===== src/rtl/brd_pkg.sv =====
package brd_pkg;

  typedef enum logic [2:0] {
    OP_NOP  = 3'd0,
    OP_ALU  = 3'd1,
    OP_LOAD = 3'd2,
    OP_BEQ  = 3'd3,
    OP_BNE  = 3'd4
  } op_kind_e;

  typedef enum logic [1:0] {
    PCS_SEQ    = 2'd0,
    PCS_BRANCH = 2'd1,
    PCS_HOLD   = 2'd2
  } pc_sel_e;

  function automatic logic kind_is_branch(input logic [2:0] k);
    return (k == 3'(OP_BEQ)) || (k == 3'(OP_BNE));
  endfunction

  function automatic logic kind_writes(input logic [2:0] k);
    return (k == 3'(OP_ALU)) || (k == 3'(OP_LOAD));
  endfunction

endpackage


===== src/rtl/brd_zero_cmp.sv =====
module brd_zero_cmp #(
  parameter int XLEN  = 32,
  parameter int CHUNK = 8
) (
  input  logic [XLEN-1:0] a,
  input  logic [XLEN-1:0] b,
  output logic            equal
);
  localparam int NCH  = (XLEN + CHUNK - 1) / CHUNK;
  localparam int PADW = NCH * CHUNK;

  logic [PADW-1:0] diff;
  logic [NCH-1:0]  part_nz;

  assign diff = PADW'(a ^ b);

  for (genvar i = 0; i < NCH; i++) begin : g_chunk
    assign part_nz[i] = |diff[i*CHUNK +: CHUNK];
  end

  assign equal = ~|part_nz;
endmodule


===== src/rtl/brd_target_gen.sv =====
module brd_target_gen #(
  parameter int XLEN  = 32,
  parameter int SHIFT = 2
) (
  input  logic [XLEN-1:0] pc_plus4,
  input  logic [XLEN-1:0] offset,
  output logic [XLEN-1:0] target
);
  logic [XLEN-1:0] scaled;

  assign scaled = offset << SHIFT;
  assign target = pc_plus4 + scaled;
endmodule


===== src/rtl/brd_scoreboard.sv =====
module brd_scoreboard #(
  parameter int REG_AW = 5
) (
  input  logic              clk,
  input  logic              rst_n,
  input  logic              push_wr,
  input  logic              push_ld,
  input  logic [REG_AW-1:0] push_rd,
  input  logic [REG_AW-1:0] src_a,
  input  logic [REG_AW-1:0] src_b,
  output logic              hit_ex,
  output logic              hit_mem_load
);
  localparam int DEPTH = 2;

  logic              st_wr [DEPTH];
  logic              st_ld [DEPTH];
  logic [REG_AW-1:0] st_rd [DEPTH];
  logic              hit   [DEPTH];

  for (genvar s = 0; s < DEPTH; s++) begin : g_stage
    logic              nxt_wr;
    logic              nxt_ld;
    logic [REG_AW-1:0] nxt_rd;

    if (s == 0) begin : g_head
      assign nxt_wr = push_wr;
      assign nxt_ld = push_ld;
      assign nxt_rd = push_rd;
    end else begin : g_tail
      assign nxt_wr = st_wr[s-1];
      assign nxt_ld = st_ld[s-1];
      assign nxt_rd = st_rd[s-1];
    end

    always_ff @(posedge clk) begin
      if (!rst_n) begin
        st_wr[s] <= 1'b0;
        st_ld[s] <= 1'b0;
        st_rd[s] <= '0;
      end else begin
        st_wr[s] <= nxt_wr;
        st_ld[s] <= nxt_ld;
        st_rd[s] <= nxt_rd;
      end
    end

    assign hit[s] = st_wr[s] && (st_rd[s] != '0) &&
                    ((st_rd[s] == src_a) || (st_rd[s] == src_b));
  end

  assign hit_ex       = hit[0];
  assign hit_mem_load = hit[1] && st_ld[1];
endmodule


===== src/rtl/branch_resolve_id.sv =====
module branch_resolve_id
  import brd_pkg::*;
#(
  parameter int XLEN   = 32,
  parameter int REG_AW = 5
) (
  input  logic              clk,
  input  logic              rst_n,
  input  logic              dec_valid,
  output logic              dec_ready,
  input  logic [2:0]        dec_kind,
  input  logic [REG_AW-1:0] dec_rd,
  input  logic [REG_AW-1:0] dec_rs,
  input  logic [REG_AW-1:0] dec_rt,
  input  logic [XLEN-1:0]   dec_opa,
  input  logic [XLEN-1:0]   dec_opb,
  input  logic [XLEN-1:0]   dec_offset,
  input  logic [XLEN-1:0]   dec_pc_plus4,
  input  logic [XLEN-1:0]   fe_pc,
  input  logic [XLEN-1:0]   fe_pc_plus4,
  output logic              br_taken,
  output logic [XLEN-1:0]   br_target,
  output logic [1:0]        pc_sel,
  output logic [XLEN-1:0]   next_pc,
  output logic              if_flush,
  output logic              stall_req
);
  logic is_branch;
  logic ops_equal;
  logic cond_met;
  logic hit_ex;
  logic hit_mem_load;
  logic accept;
  logic push_wr;
  logic push_ld;

  brd_zero_cmp #(.XLEN(XLEN)) u_cmp (
    .a     (dec_opa),
    .b     (dec_opb),
    .equal (ops_equal)
  );

  brd_target_gen #(.XLEN(XLEN), .SHIFT(2)) u_tgt (
    .pc_plus4 (dec_pc_plus4),
    .offset   (dec_offset),
    .target   (br_target)
  );

  brd_scoreboard #(.REG_AW(REG_AW)) u_sb (
    .clk          (clk),
    .rst_n        (rst_n),
    .push_wr      (push_wr),
    .push_ld      (push_ld),
    .push_rd      (dec_rd),
    .src_a        (dec_rs),
    .src_b        (dec_rt),
    .hit_ex       (hit_ex),
    .hit_mem_load (hit_mem_load)
  );

  assign is_branch = dec_valid && kind_is_branch(dec_kind);
  assign stall_req = is_branch && (hit_ex || hit_mem_load);
  assign dec_ready = !stall_req;
  assign accept    = dec_valid && !stall_req;

  assign push_wr = accept && kind_writes(dec_kind);
  assign push_ld = accept && (dec_kind == 3'(OP_LOAD));

  always_comb begin
    cond_met = 1'b0;
    if (dec_kind == 3'(OP_BEQ)) cond_met = ops_equal;
    else if (dec_kind == 3'(OP_BNE)) cond_met = !ops_equal;
  end

  assign br_taken = is_branch && !stall_req && cond_met;
  assign if_flush = br_taken;

  always_comb begin
    if (stall_req) begin
      pc_sel  = 2'(PCS_HOLD);
      next_pc = fe_pc;
    end else if (br_taken) begin
      pc_sel  = 2'(PCS_BRANCH);
      next_pc = br_target;
    end else begin
      pc_sel  = 2'(PCS_SEQ);
      next_pc = fe_pc_plus4;
    end
  end
endmodule


===== config.mk =====
export PLATFORM = sky130hd
export DESIGN_NAME = branch_resolve_id
export DESIGN_NICKNAME = d
export VERILOG_FILES = /design/src/rtl/brd_pkg.sv /design/src/rtl/brd_zero_cmp.sv /design/src/rtl/brd_target_gen.sv /design/src/rtl/brd_scoreboard.sv /design/src/rtl/branch_resolve_id.sv
export SDC_FILE = /design/constraint.sdc
export NUM_CORES = 1
export LEC_CHECK = 0
export ABC_AREA = 1
export BUFFER_PORTS_ARGS = -buffer_cell sky130_fd_sc_hd__clkbuf_2
export CORE_UTILIZATION = 35
export DETAILED_ROUTE_END_ITERATION = 8
export GPL_ROUTABILITY_DRIVEN = 0
export PLACE_DENSITY = 0.67
export SETUP_SLACK_MARGIN = 0.05
export SKIP_LAST_GASP = 1
export SLEW_MARGIN = 10
export SYNTH_ARGS = -nofsm -noshare
export SYNTH_HDL_FRONTEND = slang
export SYNTH_HIERARCHICAL = 1
export SYNTH_SLANG_ARGS = --single-unit

===== constraint.sdc =====
create_clock -name clk -period 4.08 [get_ports clk]
set_clock_uncertainty 0.1 [all_clocks]
set_input_delay 0 -clock clk [delete_from_list [all_inputs] [get_ports clk]]
set_output_delay 0 -clock clk [all_outputs]
set_load 0.05 [all_outputs]

==> flow_summary.toml, run 1 <==
[sta]
slew_viol_final = 0
slew_headroom_pct = 57.7
hold_viol = 0
fin_ws_ps = 1370
period_minus_slack_ps = 2710
worstMarginPinSlew_ps = 633
timing.fmax_ghz = 0.369
finalSetupTns_ps = 0
final.period_utilization_pct = 66.5
rsz0062_at_grt = "false"
holdWs_ps = 28.0
setup_viol = 0

[logic_synthesis]
synth_warnings = 6
synth.area.top_cells = "nand2_1 (32%), inv_1 (18%), ha_1 (7.4%)"
synthesis.area_um2 = 4880
synth_cells = 1009
synth.cells.most_frequent = "nand2_1 (413), inv_1 (238), nor2_1 (87), nand3_1 (64), nand4_1 (40)"
async_flop_share_pct = 0
synth-seq-cells = 14
avgSynthCellArea_um2 = 4.84
synthFlopType = "dfxtp_1"
synth.top_cell.area_share_pct = 31.8
ys_types = 30
synth-seq-area-share_pct = 5.74
yosysMostFrequentCell = "nand2_1"
synth_area_leader_cell = "nand2_1"
synth-edff-count = 0
syn_nets = 1252

[placed_design]
post-dp-hpwl_mm = 14.3
dpl_worst_slack_ps = 1510
io_buffers = 280

[global_routing]
grt_max_degree = 35
grt_first_pass_wirelength_mm = 26.7
grt_pass1_vias = 5775
antenna_found_initial = 0
overflow = 0
grt_usage_pct = 22.6

[critical_path]
worst_setup_path_start_kind = "flop"
path_class = "flop to output port"
worstSetupEndpointType = "output port"
cp_max_fo = 34
required_ps = 3980
reg2reg_depth = 11
worstPathArrival_ps = 2610

[clock_tree]
cts_setup_buffers = 0
clk_latency_ps = 240
clock_sinks = 14
htreeDepth = 1
numCtsBuffers = 3
root_buffer = "clkbuf_16"
postCtsHoldBufs = 6
clk_pin_slew_worst_paths_ps = 50
clock_path_buffers = 2
cts_tree = "built"
cts_resized = 0

[pwr]
powerDensity_nw_per_um2 = 223
vdd_drop_max_v = 0.000149
total_leakage_power_nw = 4.61

[min_path]
min_path_cells = 5
holdCritPathClass = "primary input to flop"

[detailed_routing]
vias = 6552
drcViolationCount = 0
first_pass_iters = 6
drt.antenna.violating_nets = 0
drtIter0Drc = 392
drt-vias-per-instance = 4.50
post_drt_wl_per_cell_um = 11.5
wirelength_mm = 16.8

[floorplanning]
core-area_um2 = 13400
die_h_um = 120
die_area_um2 = 14400
io_pins = 283
start_util_pct = 36.4
die_x_um = 120
rows = 42

[cells_and_area]
final_layout_size_suffix_gt1_share_pct = 26.3
nets = 1524
n_antenna_cell = 0
nFillCells = 1574
syn_to_final_growth_pct = 33.9

[job]
drv_cap = 0

[outcome]
status = "finished clean"
-- cells by family after synthesis --
family	share of synthesized area [%]
xor gates and xnor gates	4.49
and+or+nand+nor	56.3
AOI/OAI and AO/OA	3.54
buffers and inverters	22.1
adders and majority gates	7.85
DFF	5.74
-- stage by stage --
stage                     total power (W)  utilization (%)  std cells  area [um2]
after floorplan                  0.000933                -       1009        4880
after CTS                         0.00146             48.7       1456        6530
after detailed placement          0.00125             47.6       1446        6380
after global routing              0.00157             48.7       1456        6530
after global placement            0.00124             47.6       1446        6380
final                             0.00146             48.7       1456        6530
-- cells in the final DEF, fill, tap and decap left out, types with 2 or more instances in the layout --
master	synthesis	routed
a21oi_2	3	3
inv_2	8	8
nand2_2	15	15
xnor2_1	8	8
o21bai_1	3	3
nand3_2	4	4
nor2_2	8	7
dfxtp_1	14	14
nor2_1	87	87
inv_1	238	238
xor2_1	17	17
nor2_4	3	4
buf_4	5	4
clkbuf_16	0	3
nor3_2	4	4
nand4_1	40	40
clkbuf_2	0	280
dlygate4sd3_1	0	6
a21oi_1	18	18
nand3_1	64	64
nor3_1	2	2
o21ai_0	2	2
nand2_1	413	413
ha_1	29	29
-- path summary, 6_finish.rpt --
check / slack (ps) / start / endpoint
worst min register to register: 320 / u_sb/st_ld[0] / u_sb/st_ld[1]
worst max register to register: 1780 / u_sb/st_rd[1][2] / u_sb/st_wr[0]
worst min-delay path: 30 / dec_kind[1] / u_sb/st_ld[0]
worst max-delay path: 1370 / u_sb/st_rd[1][2] / next_pc[8]
-- cell type report --
class	instances	area (um2)	area share, %
timing repair buffer	290	1490	22.8
clock buffer	4	88.8	1.36
sequential	14	280	4.29
tap	176	220	3.37
inverter	246	923	14.1
multi-input combinational	726	3530	54.0
-- flip-flops by register name, summed over array words and instances, names as in the netlist --
register / flops
u_sb/st_rd: 10
u_sb/st_ld: 2
u_sb/st_wr: 2
-- critical path, cell delays in order, from the launching register on --
cell      delay [ps]
dfxtp_1          330
nor3_1           240
nand3_1           90
nand3_1           80
a21oi_1           70
nor2_4           360
nor3_4            90
inv_2            480
nand3_1          240
nand2_1          100
clkbuf_2         270
-- power by group --
part	total, W	leakage (nW)	switching, W	internal, W
Clock	0.000204	0.0442	0.0000552	0.000148
Combinational	0.00111	4.45	0.000790	0.000318
Sequential	0.000148	0.115	0.00000548	0.000143
Total	0.00146	4.61	0.000850	0.000610
-- routing by layer --
metal / part of all wire (%) / wire [um] / vias to the layer above / GRT usage [%]
li1: - / - / 3532 / -
met2: 48 / 8120 / 193 / 41.4
met3: 5.5 / 930 / 10 / 1.71
met4: 0.58 / 98 / 0 / 1.56
met5: 0 / 0 / - / 0
met1: 46 / 7660 / 2817 / 29.6
(Power assumes the default switching activity.)
==> run 2, diff against run 1 <==
==> constraint.sdc (replaced) <==
create_clock -name clk -period 2.7 [get_ports clk]
set_clock_uncertainty 0.1 [all_clocks]
set_input_delay 0 -clock clk [delete_from_list [all_inputs] [get_ports clk]]
set_output_delay 0 -clock clk [all_outputs]
set_load 0.05 [all_outputs]
==> flow_summary.toml, run 2 (same netlist as run 1, synthesis figures left out) <==
[global_routing]
grt_usage_pct = 22.6
grt_first_pass_wirelength_mm = 26.7
grt_pass1_vias = 5820
antenna_found_initial = 0
overflow = 0
grt_max_degree = 35

[cells_and_area]
nFillCells = 1519
mostFrequentLayoutCell = "nand2_1"
largest-register = "u_sb/st_rd"
n_antenna_cell = 0
layout_common_cells = "nand2_1 (413), clkbuf_2 (277), inv_1 (238), nor2_1 (87), nand3_1 (64)"
final_layout_size_suffix_gt1_share_pct = 26.5
nets = 1525
largestRegisters = "u_sb/st_rd (10), u_sb/st_ld (2), u_sb/st_wr (2)"
syn_to_final_growth_pct = 35.1
largest_reg_flops = 10

[pwr]
power.internal_w = 0.000925
p_sw_w = 0.00129
switching_share_pct = 58.2
pwr-share-comb_pct = 76.1
total_leakage_power_nw = 4.63
clkPwrFrac_pct = 13.8
powerDensity_nw_per_um2 = 336
seq_power_share_pct = 10.1
vdd_drop_max_v = 0.000172

[sta]
fin_ws_ps = 206
finalSetupTns_ps = 0
setup_viol = 0
timing.fmax_ghz = 0.401
period_minus_slack_ps = 2490
hold_viol = 0
slew_headroom_pct = 70.4
worstMarginPinSlew_ps = 444
rsz0062_at_grt = "true"
slew_viol_final = 0
final.period_utilization_pct = 92.4

[floorplanning]
die_x_um = 120
rows = 42
start_util_pct = 36.4
core-area_um2 = 13400
die_h_um = 120
die_area_um2 = 14400
io_pins = 283

[detailed_routing]
drtIter0Drc = 301
drcViolationCount = 0
drt-vias-per-instance = 4.49
first_pass_iters = 5
wirelength_mm = 16.7
post_drt_wl_per_cell_um = 11.4
drt.antenna.violating_nets = 0
vias = 6549

[clock_tree]
clock_path_buffers = 2
root_buffer = "clkbuf_16"
cts_setup_buffers = 0
clock_sinks = 14
clk_pin_slew_worst_paths_ps = 50
cts_tree = "built"
clk_latency_ps = 240
numCtsBuffers = 3
htreeDepth = 1

[critical_path]
worst_setup_path_start_kind = "flop"
required_ps = 2600
path_class = "flop to output port"
cp_max_fo = 22
worstPathArrival_ps = 2390
worstSetupEndpointType = "output port"

[placed_design]
post-dp-hpwl_mm = 14.5
io_buffers = 280
dpl_worst_slack_ps = 367

[outcome]
status = "finished clean"

[job]
drv_cap = 0

[min_path]
holdCritPathClass = "primary input to flop"
run 2: per-layer routing:
layer  routed length [um]  vias to the layer above  GRT usage, %
met2                 8080                      219          41.1
li1                     -                     3533             -
met4                  274                        0          4.45
met3                 1050                       20          2.61
met5                    0                        -             0
met1                 7270                     2777          28.3
run 2: area by class of cell:
type                            count  area [um2]  area share [%]
Inverter                          246         926            14.0
Multi-Input combinational cell    726        3540            53.7
Clock buffer                        4        88.8            1.35
Timing Repair Buffer              291        1530            23.3
Sequential cell                    14         280            4.25
Tap cell                          176         220            3.34
run 2: stage by stage:
stage | power (W) | std cells | hold slack [ps] | utilization, % | cell area [um2]
global placement | 0.00189 | 1448 | 82.3 | 48.1 | 6440
global route | 0.00238 | 1457 | 47.0 | 49.2 | 6590
floorplan | 0.00142 | 1009 | -2.37 | - | 4890
finish | 0.00221 | 1457 | 20.3 | 49.2 | 6590
detailed placement | 0.00190 | 1448 | 86.1 | 48.1 | 6440
CTS | 0.00222 | 1457 | 13.0 | 49.1 | 6580
run 2: path summary, 6_finish.rpt:
path / slack [ps] / cells past startpoint / from / endpoint
setup / recovery: 210 / 12 / u_sb/st_rd[1][1] / next_pc[17]
hold / removal: 20 / 5 / dec_valid / u_sb/st_wr[0]
setup reg to reg: 570 / 13 / u_sb/st_rd[1][1] / u_sb/st_wr[0]
hold reg to reg: 320 / 2 / u_sb/st_ld[0] / u_sb/st_ld[1]
run 2: repair_timing:
item,CTS,global route
hold buffers,5,0
resized for setup,0,5
endpoints found under the setup margin,0,25
hold endpoints to repair,5,0
run 2: power groups by stage:
| stage | Combinational [W] | Clock (W) | Sequential (W) |
|---|---|---|---|
| after floorplan | 0.00119 | 0 | 0.000226 |
| after global placement | 0.00166 | 0 | 0.000228 |
| after detailed placement | 0.00167 | 0 | 0.000228 |
| after CTS | 0.00168 | 0.000310 | 0.000224 |
| after global routing | 0.00184 | 0.000321 | 0.000225 |
| final | 0.00168 | 0.000305 | 0.000224 |
run 2: worst max-delay path, stage by stage (launching register included):
cell and delay, ps:
dfxtp_1 340, inv_1 80, nand2_1 60, nand2_1 50, nor2_1 150, nand3_1 120
a21oi_1 230, nor2_4 110, nor3_4 300, buf_8 240, nand2_1 110, nand2_1 80
clkbuf_2 270
==> run 3, diff against run 2 <==
--- a/config.mk
+++ b/config.mk
@@ -5,15 +5,14 @@
 export SDC_FILE = /design/constraint.sdc
 export NUM_CORES = 1
 export LEC_CHECK = 0
-export ABC_AREA = 1
 export BUFFER_PORTS_ARGS = -buffer_cell sky130_fd_sc_hd__clkbuf_2
-export CORE_UTILIZATION = 35
+export CORE_AREA = 2 2 109 111
 export DETAILED_ROUTE_END_ITERATION = 8
+export DIE_AREA = 0 0 111 113
 export GPL_ROUTABILITY_DRIVEN = 0
-export PLACE_DENSITY = 0.67
+export PLACE_DENSITY = 0.68
 export SETUP_SLACK_MARGIN = 0.05
 export SKIP_LAST_GASP = 1
-export SLEW_MARGIN = 10
 export SYNTH_ARGS = -nofsm -noshare
 export SYNTH_HDL_FRONTEND = slang
 export SYNTH_HIERARCHICAL = 1
==> flow_summary.toml, run 3 <==
[cells_and_area]
multi_input_area_um2 = 3460
syn_to_final_growth_pct = 67.2
utilization_pct = 54.0
largest_reg_flops = 10
layout_common_cells = "clkbuf_2 (246), xor2_1 (49), buf_4 (38), mux2_4 (33), a21oi_1 (32)"
n_antenna_cell = 0
final_layout_size_suffix_gt1_share_pct = 60.4
nFillCells = 1016
nets = 983
largest-register = "u_sb/st_rd"
largestRegisters = "u_sb/st_rd (10), u_sb/st_ld (2), u_sb/st_wr (2)"
mostFrequentLayoutCell = "clkbuf_2"
seqCellArea_um2 = 285

[clock_tree]
clock_sinks = 14
clk_latency_ps = 240
clk_pin_slew_worst_paths_ps = 40
numCtsBuffers = 3
root_buffer = "clkbuf_16"
htreeDepth = 1
clock_path_buffers = 2
cts_tree = "built"

[outcome]
status = "finished with violations"
violations = "negative setup slack"

[pwr]
total_power_w = 0.00219
total_leakage_power_nw = 3.18
powerDensity_nw_per_um2 = 360
vdd_drop_max_v = 0.000357

[critical_path]
required_ps = 2600
path_class = "flop to output port"
worstSetupEndpointType = "output port"
worst_setup_path_start_kind = "flop"
worstPathArrival_ps = 2650
cp_max_fo = 11

[floorplanning]
die_h_um = 113
start_util_pct = 32.3
die_area_um2 = 12500
die_x_um = 111
rows = 39
core-area_um2 = 11300
io_pins = 283

[global_routing]
antenna_found_initial = 0
grt_pass1_vias = 4454
grt_usage_pct = 20.0
overflow = 0
grt_max_degree = 23
grt_first_pass_wirelength_mm = 21.0

[logic_synthesis]
synth_cells = 424
syn_nets = 667
synth-seq-cells = 14
synth.cells.most_frequent = "xor2_1 (56), a21oi_1 (36), mux2_2 (36), nand2_1 (31), ha_1 (29)"
synthesis.area_um2 = 3640
synth_area_leader_cell = "xor2_1"
synth.area.top_cells = "xor2_1 (13%), mux2_4 (12%), mux2_2 (11%)"
avgSynthCellArea_um2 = 8.59
synth-seq-area-share_pct = 7.69
synth.top_cell.area_share_pct = 13.5
async_flop_share_pct = 0
synthFlopType = "dfxtp_1"
ys_types = 65
yosysMostFrequentCell = "xor2_1"
synth-edff-count = 0
synth_warnings = 6

[detailed_routing]
first_pass_iters = 4
wl_met3_um = 783
m1WireLength_mm = 5.83
drtIter0Drc = 229
drt.antenna.violating_nets = 0
post_drt_wl_per_cell_um = 15.7
vias = 4389
wl_met2_mm = 7.06
drt-vias-per-instance = 4.98
drcViolationCount = 0
wirelength_mm = 13.8
top_layer = "met4"

[sta]
slew_viol_final = 0
final.period_utilization_pct = 102
worstMarginPinSlew_ps = 458
rsz0062_at_grt = "true"
setup_viol = 17
hold_viol = 0
timing.fmax_ghz = 0.364
slew_headroom_pct = 69.1
finalSetupTns_ps = -453
fin_ws_ps = -48.9
period_minus_slack_ps = 2750

[job]
drv_cap = 0

[min_path]
holdCritPathClass = "primary input to flop"

[placed_design]
io_buffers = 280
post-dp-hpwl_mm = 11.5
run 3: layer usage:
layer  up-vias  track usage, %
li1       2158               -
met1      2038            25.6
met2       184            37.9
met3         9           0.857
met4         0            3.33
met5         -               0
run 3: cells by family (layout without fill, tap and decap cells):
group	count (synthesis)	count (layout)	synth area share (%)
multiplexers	64	64	22.7
buffers and inverters	28	342	5.05
adder cells (fa/ha/maj)	30	30	10.5
AND/OR/NAND/NOR	114	114	17.3
AO/OA/AOI/OAI	94	94	17.5
XOR/XNOR	80	80	19.2
flip-flops	14	14	7.69
run 3: worst paths after layout:
path         slack [ps]               end        startpoint  cells past startpoint
max                 -50        next_pc[3]  u_sb/st_rd[1][1]                      9
min                  20     u_sb/st_ld[0]       dec_kind[2]                      3
max reg2reg        1980  u_sb/st_rd[1][3]  u_sb/st_rd[0][3]                      1
min reg2reg         350     u_sb/st_ld[1]     u_sb/st_ld[0]                      1
run 3: worst max-delay path, stage by stage (launching register included):
cell and delay, ps:
dfxtp_2 340, or4_4 530, o211ai_2 170, a21oi_2 60, nor2_2 130, o211ai_4 180, buf_12 210, mux2_4 300
mux2_2 260, clkbuf_4 220
run 3: final cells by class:
type	instances	share of cell area [%]
well taps	143	2.94
repair buffers	328	33.6
flip-flops and latches	14	4.68
multi-input cells	382	56.8
clock buffers	3	1.23
inverters	11	0.678
run 3: per-stage QoR:
stage | cells | area (um2) | hold WS [ps] | worst slack, ps
6_report | 881 | 6090 | 17.6 | -48.9
5_1_grt | 881 | 6090 | 41.1 | -117
4_1_cts | 877 | 5920 | 9.53 | -79.9
3_5_place_dp | 866 | 5570 | 110 | -139
3_3_place_gp | 866 | 5570 | 110 | -101
2_1_floorplan | 424 | 3810 | 27.3 | -189
run 3: timing repair:
action | CTS | global route
hold buffers | 5 | 0
cloned | 0 | 2
endpoints found under the setup margin | 32 | 32
pin swaps | 7 | 4
endpoints found under the hold margin | 5 | 0
buffers inserted | 3 | 2
gates resized for setup | 57 | 40
run 3: power breakdown:
part           switching, W  internal, W  total [W]
sequential        0.0000113     0.000216   0.000228
clock             0.0000810     0.000193   0.000274
combinational       0.00103     0.000658    0.00169
total               0.00113      0.00107    0.00219
